===== src/rtl/steer_pkg.sv =====
package steer_pkg;

  typedef enum logic [1:0] {
    CLS_SIMPLE = 2'd0,
    CLS_BRANCH = 2'd1,
    CLS_FLOAT  = 2'd2,
    CLS_SOLO   = 2'd3
  } icls_e;

  typedef enum logic [1:0] {
    PLAN_NONE   = 2'd0,
    PLAN_SINGLE = 2'd1,
    PLAN_PAIR   = 2'd2,
    PLAN_SWAP   = 2'd3
  } plan_e;

  // Classes that the Y pipe cannot execute.
  function automatic logic cls_x_only(input logic [1:0] c);
    return (c == CLS_BRANCH) || (c == CLS_FLOAT);
  endfunction

  // Classes that must occupy both pipes alone.
  function automatic logic cls_solo(input logic [1:0] c);
    return c == CLS_SOLO;
  endfunction

  // Slots filled by a plan.
  function automatic logic [1:0] plan_slots(input plan_e p);
    case (p)
      PLAN_NONE:   return 2'd0;
      PLAN_SINGLE: return 2'd1;
      default:     return 2'd2;
    endcase
  endfunction

endpackage


===== src/rtl/steer_pair_rule.sv =====
module steer_pair_rule
  import steer_pkg::*;
#(
  parameter bit SWAP_EN = 1'b0
) (
  input  logic       clk,
  input  logic       rst_n,
  input  logic       old_vld,
  input  logic [1:0] old_cls,
  input  logic       yng_vld,
  input  logic [1:0] yng_cls,
  input  logic       hazard,
  input  logic       go,
  output plan_e      plan
);

  // Named internal events, visible to the properties below.
  logic issue_any;
  logic pair_window;
  logic pair_plain;
  logic pair_swap;

  assign issue_any   = go && old_vld;
  assign pair_window = issue_any && yng_vld && !hazard &&
                       !cls_solo(old_cls) && !cls_solo(yng_cls);
  assign pair_plain  = pair_window && !cls_x_only(yng_cls);

  generate
    if (SWAP_EN) begin : g_swap
      assign pair_swap = pair_window && cls_x_only(yng_cls) &&
                         (old_cls == CLS_SIMPLE);
    end else begin : g_noswap
      assign pair_swap = 1'b0;
    end
  endgenerate

  always_comb begin
    if (!issue_any)     plan = PLAN_NONE;
    else if (pair_plain) plan = PLAN_PAIR;
    else if (pair_swap)  plan = PLAN_SWAP;
    else                 plan = PLAN_SINGLE;
  end

  assert_swap_shape_R10: assert property (@(posedge clk) disable iff (!rst_n)
    (plan == PLAN_SWAP) |-> (SWAP_EN && old_cls == CLS_SIMPLE &&
                             cls_x_only(yng_cls) && !hazard));

  assert_pair_needs_both_R11: assert property (@(posedge clk) disable iff (!rst_n)
    (plan_slots(plan) == 2'd2) |-> (old_vld && yng_vld));

endmodule


===== src/rtl/steer_route.sv =====
module steer_route
  import steer_pkg::*;
#(
  parameter int DATA_W = 32
) (
  input  plan_e              plan,
  input  logic [1:0]         old_cls,
  input  logic [DATA_W-1:0]  old_data,
  input  logic [1:0]         yng_cls,
  input  logic [DATA_W-1:0]  yng_data,
  output logic               x_vld,
  output logic [1:0]         x_cls,
  output logic [DATA_W-1:0]  x_data,
  output logic               y_vld,
  output logic [1:0]         y_cls,
  output logic [DATA_W-1:0]  y_data,
  output logic               y_older,
  output logic               take_old,
  output logic               take_yng
);

  always_comb begin
    x_vld    = 1'b0;
    x_cls    = '0;
    x_data   = '0;
    y_vld    = 1'b0;
    y_cls    = '0;
    y_data   = '0;
    y_older  = 1'b0;
    take_old = 1'b0;
    take_yng = 1'b0;
    case (plan)
      PLAN_SINGLE: begin
        x_vld = 1'b1; x_cls = old_cls; x_data = old_data;
        take_old = 1'b1;
      end
      PLAN_PAIR: begin
        x_vld = 1'b1; x_cls = old_cls; x_data = old_data;
        y_vld = 1'b1; y_cls = yng_cls; y_data = yng_data;
        take_old = 1'b1; take_yng = 1'b1;
      end
      PLAN_SWAP: begin
        x_vld = 1'b1; x_cls = yng_cls; x_data = yng_data;
        y_vld = 1'b1; y_cls = old_cls; y_data = old_data;
        y_older = 1'b1;
        take_old = 1'b1; take_yng = 1'b1;
      end
      default: ;
    endcase
  end

endmodule


===== src/rtl/steer_dual_issue.sv =====
module steer_dual_issue
  import steer_pkg::*;
#(
  parameter int DATA_W  = 32,
  parameter bit SWAP_EN = 1'b0
) (
  input  logic              clk,
  input  logic              rst_n,
  input  logic              dec_valid_old,
  input  logic [1:0]        dec_cls_old,
  input  logic [DATA_W-1:0] dec_data_old,
  input  logic              dec_valid_yng,
  input  logic [1:0]        dec_cls_yng,
  input  logic [DATA_W-1:0] dec_data_yng,
  input  logic              pair_hazard,
  output logic              dec_take_old,
  output logic              dec_take_yng,
  output logic              xp_valid,
  output logic [1:0]        xp_cls,
  output logic [DATA_W-1:0] xp_data,
  input  logic              xp_ready,
  output logic              yp_valid,
  output logic [1:0]        yp_cls,
  output logic [DATA_W-1:0] yp_data,
  input  logic              yp_ready,
  output logic              yp_holds_older
);

  logic  pipes_go;
  plan_e issue_plan;

  assign pipes_go = xp_ready && yp_ready;

  steer_pair_rule #(.SWAP_EN(SWAP_EN)) rule_i (
    .clk     (clk),
    .rst_n   (rst_n),
    .old_vld (dec_valid_old),
    .old_cls (dec_cls_old),
    .yng_vld (dec_valid_yng),
    .yng_cls (dec_cls_yng),
    .hazard  (pair_hazard),
    .go      (pipes_go),
    .plan    (issue_plan)
  );

  steer_route #(.DATA_W(DATA_W)) route_i (
    .plan     (issue_plan),
    .old_cls  (dec_cls_old),
    .old_data (dec_data_old),
    .yng_cls  (dec_cls_yng),
    .yng_data (dec_data_yng),
    .x_vld    (xp_valid),
    .x_cls    (xp_cls),
    .x_data   (xp_data),
    .y_vld    (yp_valid),
    .y_cls    (yp_cls),
    .y_data   (yp_data),
    .y_older  (yp_holds_older),
    .take_old (dec_take_old),
    .take_yng (dec_take_yng)
  );

  assert_y_needs_x_R1: assert property (@(posedge clk) disable iff (!rst_n)
    yp_valid |-> xp_valid);

  assert_take_order_R1: assert property (@(posedge clk) disable iff (!rst_n)
    dec_take_yng |-> dec_take_old);

  assert_take_count_R1: assert property (@(posedge clk) disable iff (!rst_n)
    $countones({dec_take_old, dec_take_yng}) == $countones({xp_valid, yp_valid}));

  assert_y_no_xonly_R2: assert property (@(posedge clk) disable iff (!rst_n)
    yp_valid |-> !cls_x_only(yp_cls));

  assert_solo_alone_R4: assert property (@(posedge clk) disable iff (!rst_n)
    (xp_valid && cls_solo(xp_cls)) |-> !yp_valid);

  assert_y_no_solo_R6: assert property (@(posedge clk) disable iff (!rst_n)
    yp_valid |-> !cls_solo(yp_cls));

  assert_hazard_no_y_R7: assert property (@(posedge clk) disable iff (!rst_n)
    pair_hazard |-> !yp_valid);

  assert_stall_quiet_R8: assert property (@(posedge clk) disable iff (!rst_n)
    !(xp_ready && yp_ready) |-> !(xp_valid || yp_valid || dec_take_old || dec_take_yng));

  assert_order_bit_R9: assert property (@(posedge clk) disable iff (!rst_n)
    yp_holds_older |-> (SWAP_EN && yp_valid && yp_cls == CLS_SIMPLE && cls_x_only(xp_cls)));

  assert_lone_young_R11: assert property (@(posedge clk) disable iff (!rst_n)
    !dec_valid_old |-> !xp_valid);

endmodule


===== config.mk =====
export PLATFORM = sky130hd
export DESIGN_NAME = steer_dual_issue
export DESIGN_NICKNAME = d
export VERILOG_FILES = /design/src/rtl/steer_pkg.sv /design/src/rtl/steer_pair_rule.sv /design/src/rtl/steer_route.sv /design/src/rtl/steer_dual_issue.sv
export SDC_FILE = /design/constraint.sdc
export NUM_CORES = 1
export LEC_CHECK = 0
export ABC_AREA = 1
export BUFFER_PORTS_ARGS = -buffer_cell sky130_fd_sc_hd__buf_2
export CAP_MARGIN = 40
export CORE_MARGIN = 4
export CORE_UTILIZATION = 31
export DETAILED_ROUTE_END_ITERATION = 10
export PLACE_DENSITY = 0.93
export REMOVE_ABC_BUFFERS = 1
export SLEW_MARGIN = 20
export SYNTH_ARGS = -nofsm -noshare
export SYNTH_HDL_FRONTEND = slang
export SYNTH_SLANG_ARGS = --single-unit

===== constraint.sdc =====
create_clock -name vclk -period 4
set_clock_uncertainty 0.05 [all_clocks]
set_input_delay 0.8 -clock vclk [all_inputs]
set_output_delay 0.8 -clock vclk [all_outputs]
set_load 0.02 [all_outputs]

==> summary.md <==
| Metric | Value |
|---|---|
| Worst setup SP type | `input pin` |
| Net Sw Power | `0.0598 mW` |
| Area share of and/or/nand/nor cells after synthesis | `0.570` |
| Critical-path cell list | `buf_2 > ha_1 > nor2_2 > nand3_4 > nor3_1 > buf_2` |
| Vias in the first global route | `1153` |
| Register area share after synthesis | `0` |
| Pins Over Slew Limit | `0` |
| Power Internal | `0.0447 mW` |
| HPWL Detailed | `2.85 mm` |
| Syn_area_per_cell | `5.41 um^2` |
| Critical-path top delay cell | `nand3_4` |
| GP Congestion | `0.694` |
| Most common cell in the netlist | `inv_1` |
| Clk network pwr share | `0` |
| Synth-to-Final Area Change | `82.1%` |
| Die ar. | `~3700 um^2` |
| Final Non-Filler Cells | `324` |
| Most used cell, CP | `buf_2` |
| Part of the power in registers | `0` |
| Worst VDD drop | `0.0488 mV` |
| Final Hold Fails | `0` |
| Post-CTS setup buffers | `0` |
| Hold_ws | `between 1500 and 2000 ps` |
| Min-Delay Path Class | `in -> out` |
| Fmax | `324 MHz` |
| ANT cells | `0` |
| Largest net degree at the start of global routing | `36` |
| Routed length per placed instance | `9.74 um` |
| Yosys warns | `0` |
| Clkbuf count | `0` |
| Largest family of logic cells by synthesized area | `simple AND/OR/NAND/NOR gates` |
| Max_cap viols | `0` |
| Finished Cell Area | `1570 um^2` |
| Worst Setup Path Type | `in -> out` |
| Post-synthesis adder-cell area fraction | `0.0145` |
| Core area | `2570 um^2` |
| CP required | `3150 ps` |
| Vias after detailed routing | `1308` |
| Mux cell area share after synthesis | `0` |
| CP bufs+invs | `2` |
| Total Negative Setup Slacks | `0 ps` |
| Status | `finished, final reports clean` |
| XOR/XNOR Fraction of Synth Area | `0` |
| Period utilisation layout | `0.771` |
| DRC violations left | `0` |
| Hold Path Stages | `4` |
| Initial antenna violation count | `0` |
| Vias per inst | `4.04` |
| Area taken by multi-input logic gates | `507 um^2` |
| Post-Synthesis Cells | `roughly 160` |
| Port Buffers | `approximately 150` |
| GRT Residual Overflow | `0` |
| GRT Util Overall | `0.151` |
| P per Cell Area | `66.6 nW/um^2` |
| Filler instances | `235` |
| Ports | `148` |
| Combinational power share | `1.000` |
| Worst Tran Pin Value | `601 ps` |
| Arrival @ worst endpoint | `2230 ps` |
| Fin crit period | `just over 3000 ps` |
| DRT Pass-1 Iters | `2` |
| Share of cells above drive strength 1 | `0.616` |
| Nets | `about 370` |
| Post-synth top area share | `0.337` |
| Yosys top cell by area | `nor3_2` |
| Top cell types by occurrence after synthesis | `inv_1, nor2_1, nor3_2` |
| Die Y | `60.7 um` |
| Standard-cell row count | `18` |
| CTS resizes | `0` |
| Starting density of the core | `0.335` |
| First-pass GRT wire length | `roughly 4.5 mm` |
| Levels on crit path | `6` |
| DRT antenna net count | `0` |
| Unrepaired setup endpoints after global routing | `false` |
| Flip-flop and latch area | `0 um^2` |
| Critical path endpoint category | `primary output` |
| Synth Area in Compound Gates | `0` |
| Setup violations, final | `0` |
| Hold buffer count at cts | `0` |
| Die Width | `60.7 um` |
| FFs & Latches | `0` |
| Worst slew margin | `0.599` |
| DR iter-0 viols | `33` |
| Top area cells in the synthesized netlist | `nor3_2, inv_1, nor2_1, buf_2, buf_6` |
| Post-DP Area | `1570 um^2` |
| CP peak stage delay | `~400 ps` |
| Sw frac | `0.572` |
| CP max FO | `35` |
| P_leak | `approximately 1.2 nW` |
| Synth unique cells | `13` |
| Crit path max-delay family | `simple AND/OR/NAND/NOR gates` |
| Routed WL | `~3.2 mm` |
| Placed Cells incl. Taps | `324` |
| Mapped Area | `861 um^2` |
## layout by cell type, fill, tap and decap left out, types with 2 or more instances in the layout
cell    Yosys  layout
nor2_2      2       2
buf_4       3       2
buf_2       7     145
nor3_1      5       5
nor3_2     29      29
nor2_1     35      35
inv_1      70      70
## cell families (layout without fill, tap and decap cells)
kind of cell  after synthesis  in the layout
fa+ha+maj                   1              1
buf+inv                    83            218
other cells                 1              1
simple gates               74             74
## per-layer routing
| metal | vias to the layer above | track usage | wire, um |
|---|---|---|---|
| met2 | 88 | 0.325 | 1610 |
| met1 | 516 | 0.143 | 964 |
| met5 | - | 0 | 0 |
| li1 | 702 | - | - |
| met3 | 2 | 0.0404 | 557 |
| met4 | 0 | 0.0124 | 27 |
## final cells by class
type	instances	area share
Timing Repair Buffer	148	0.485
Tap cell	30	0.0239
Inverter	70	0.168
Multi-Input combinational cell	76	0.323
## through the flow
| stage | power [mW] | util | worst slack, ps |
|---|---|---|---|
| after floorplan | 0.0529 | - | 514 |
| after global placement | 0.103 | 0.611 | 939 |
| after detailed placement | 0.106 | 0.611 | 897 |
| after CTS | 0.106 | 0.611 | 897 |
| after global routing | 0.117 | 0.611 | 774 |
| final | 0.104 | 0.611 | 917 |
## final timing paths
kind	start	endpoint	slack, ps
setup / recovery	dec_cls_yng[0]	yp_data[29]	920
hold / removal	dec_data_old[11]	xp_data[11]	1860
## power by group through the flow
stage                     sequential [mW]  clock (mW)  combinational (mW)
after detailed placement                0           0               0.106
after CTS                               0           0               0.106
after global placement                  0           0               0.103
after floorplan                         0           0              0.0529
after global routing                    0           0               0.117
final                                   0           0               0.104
Power figures use the tool's default switching activity.
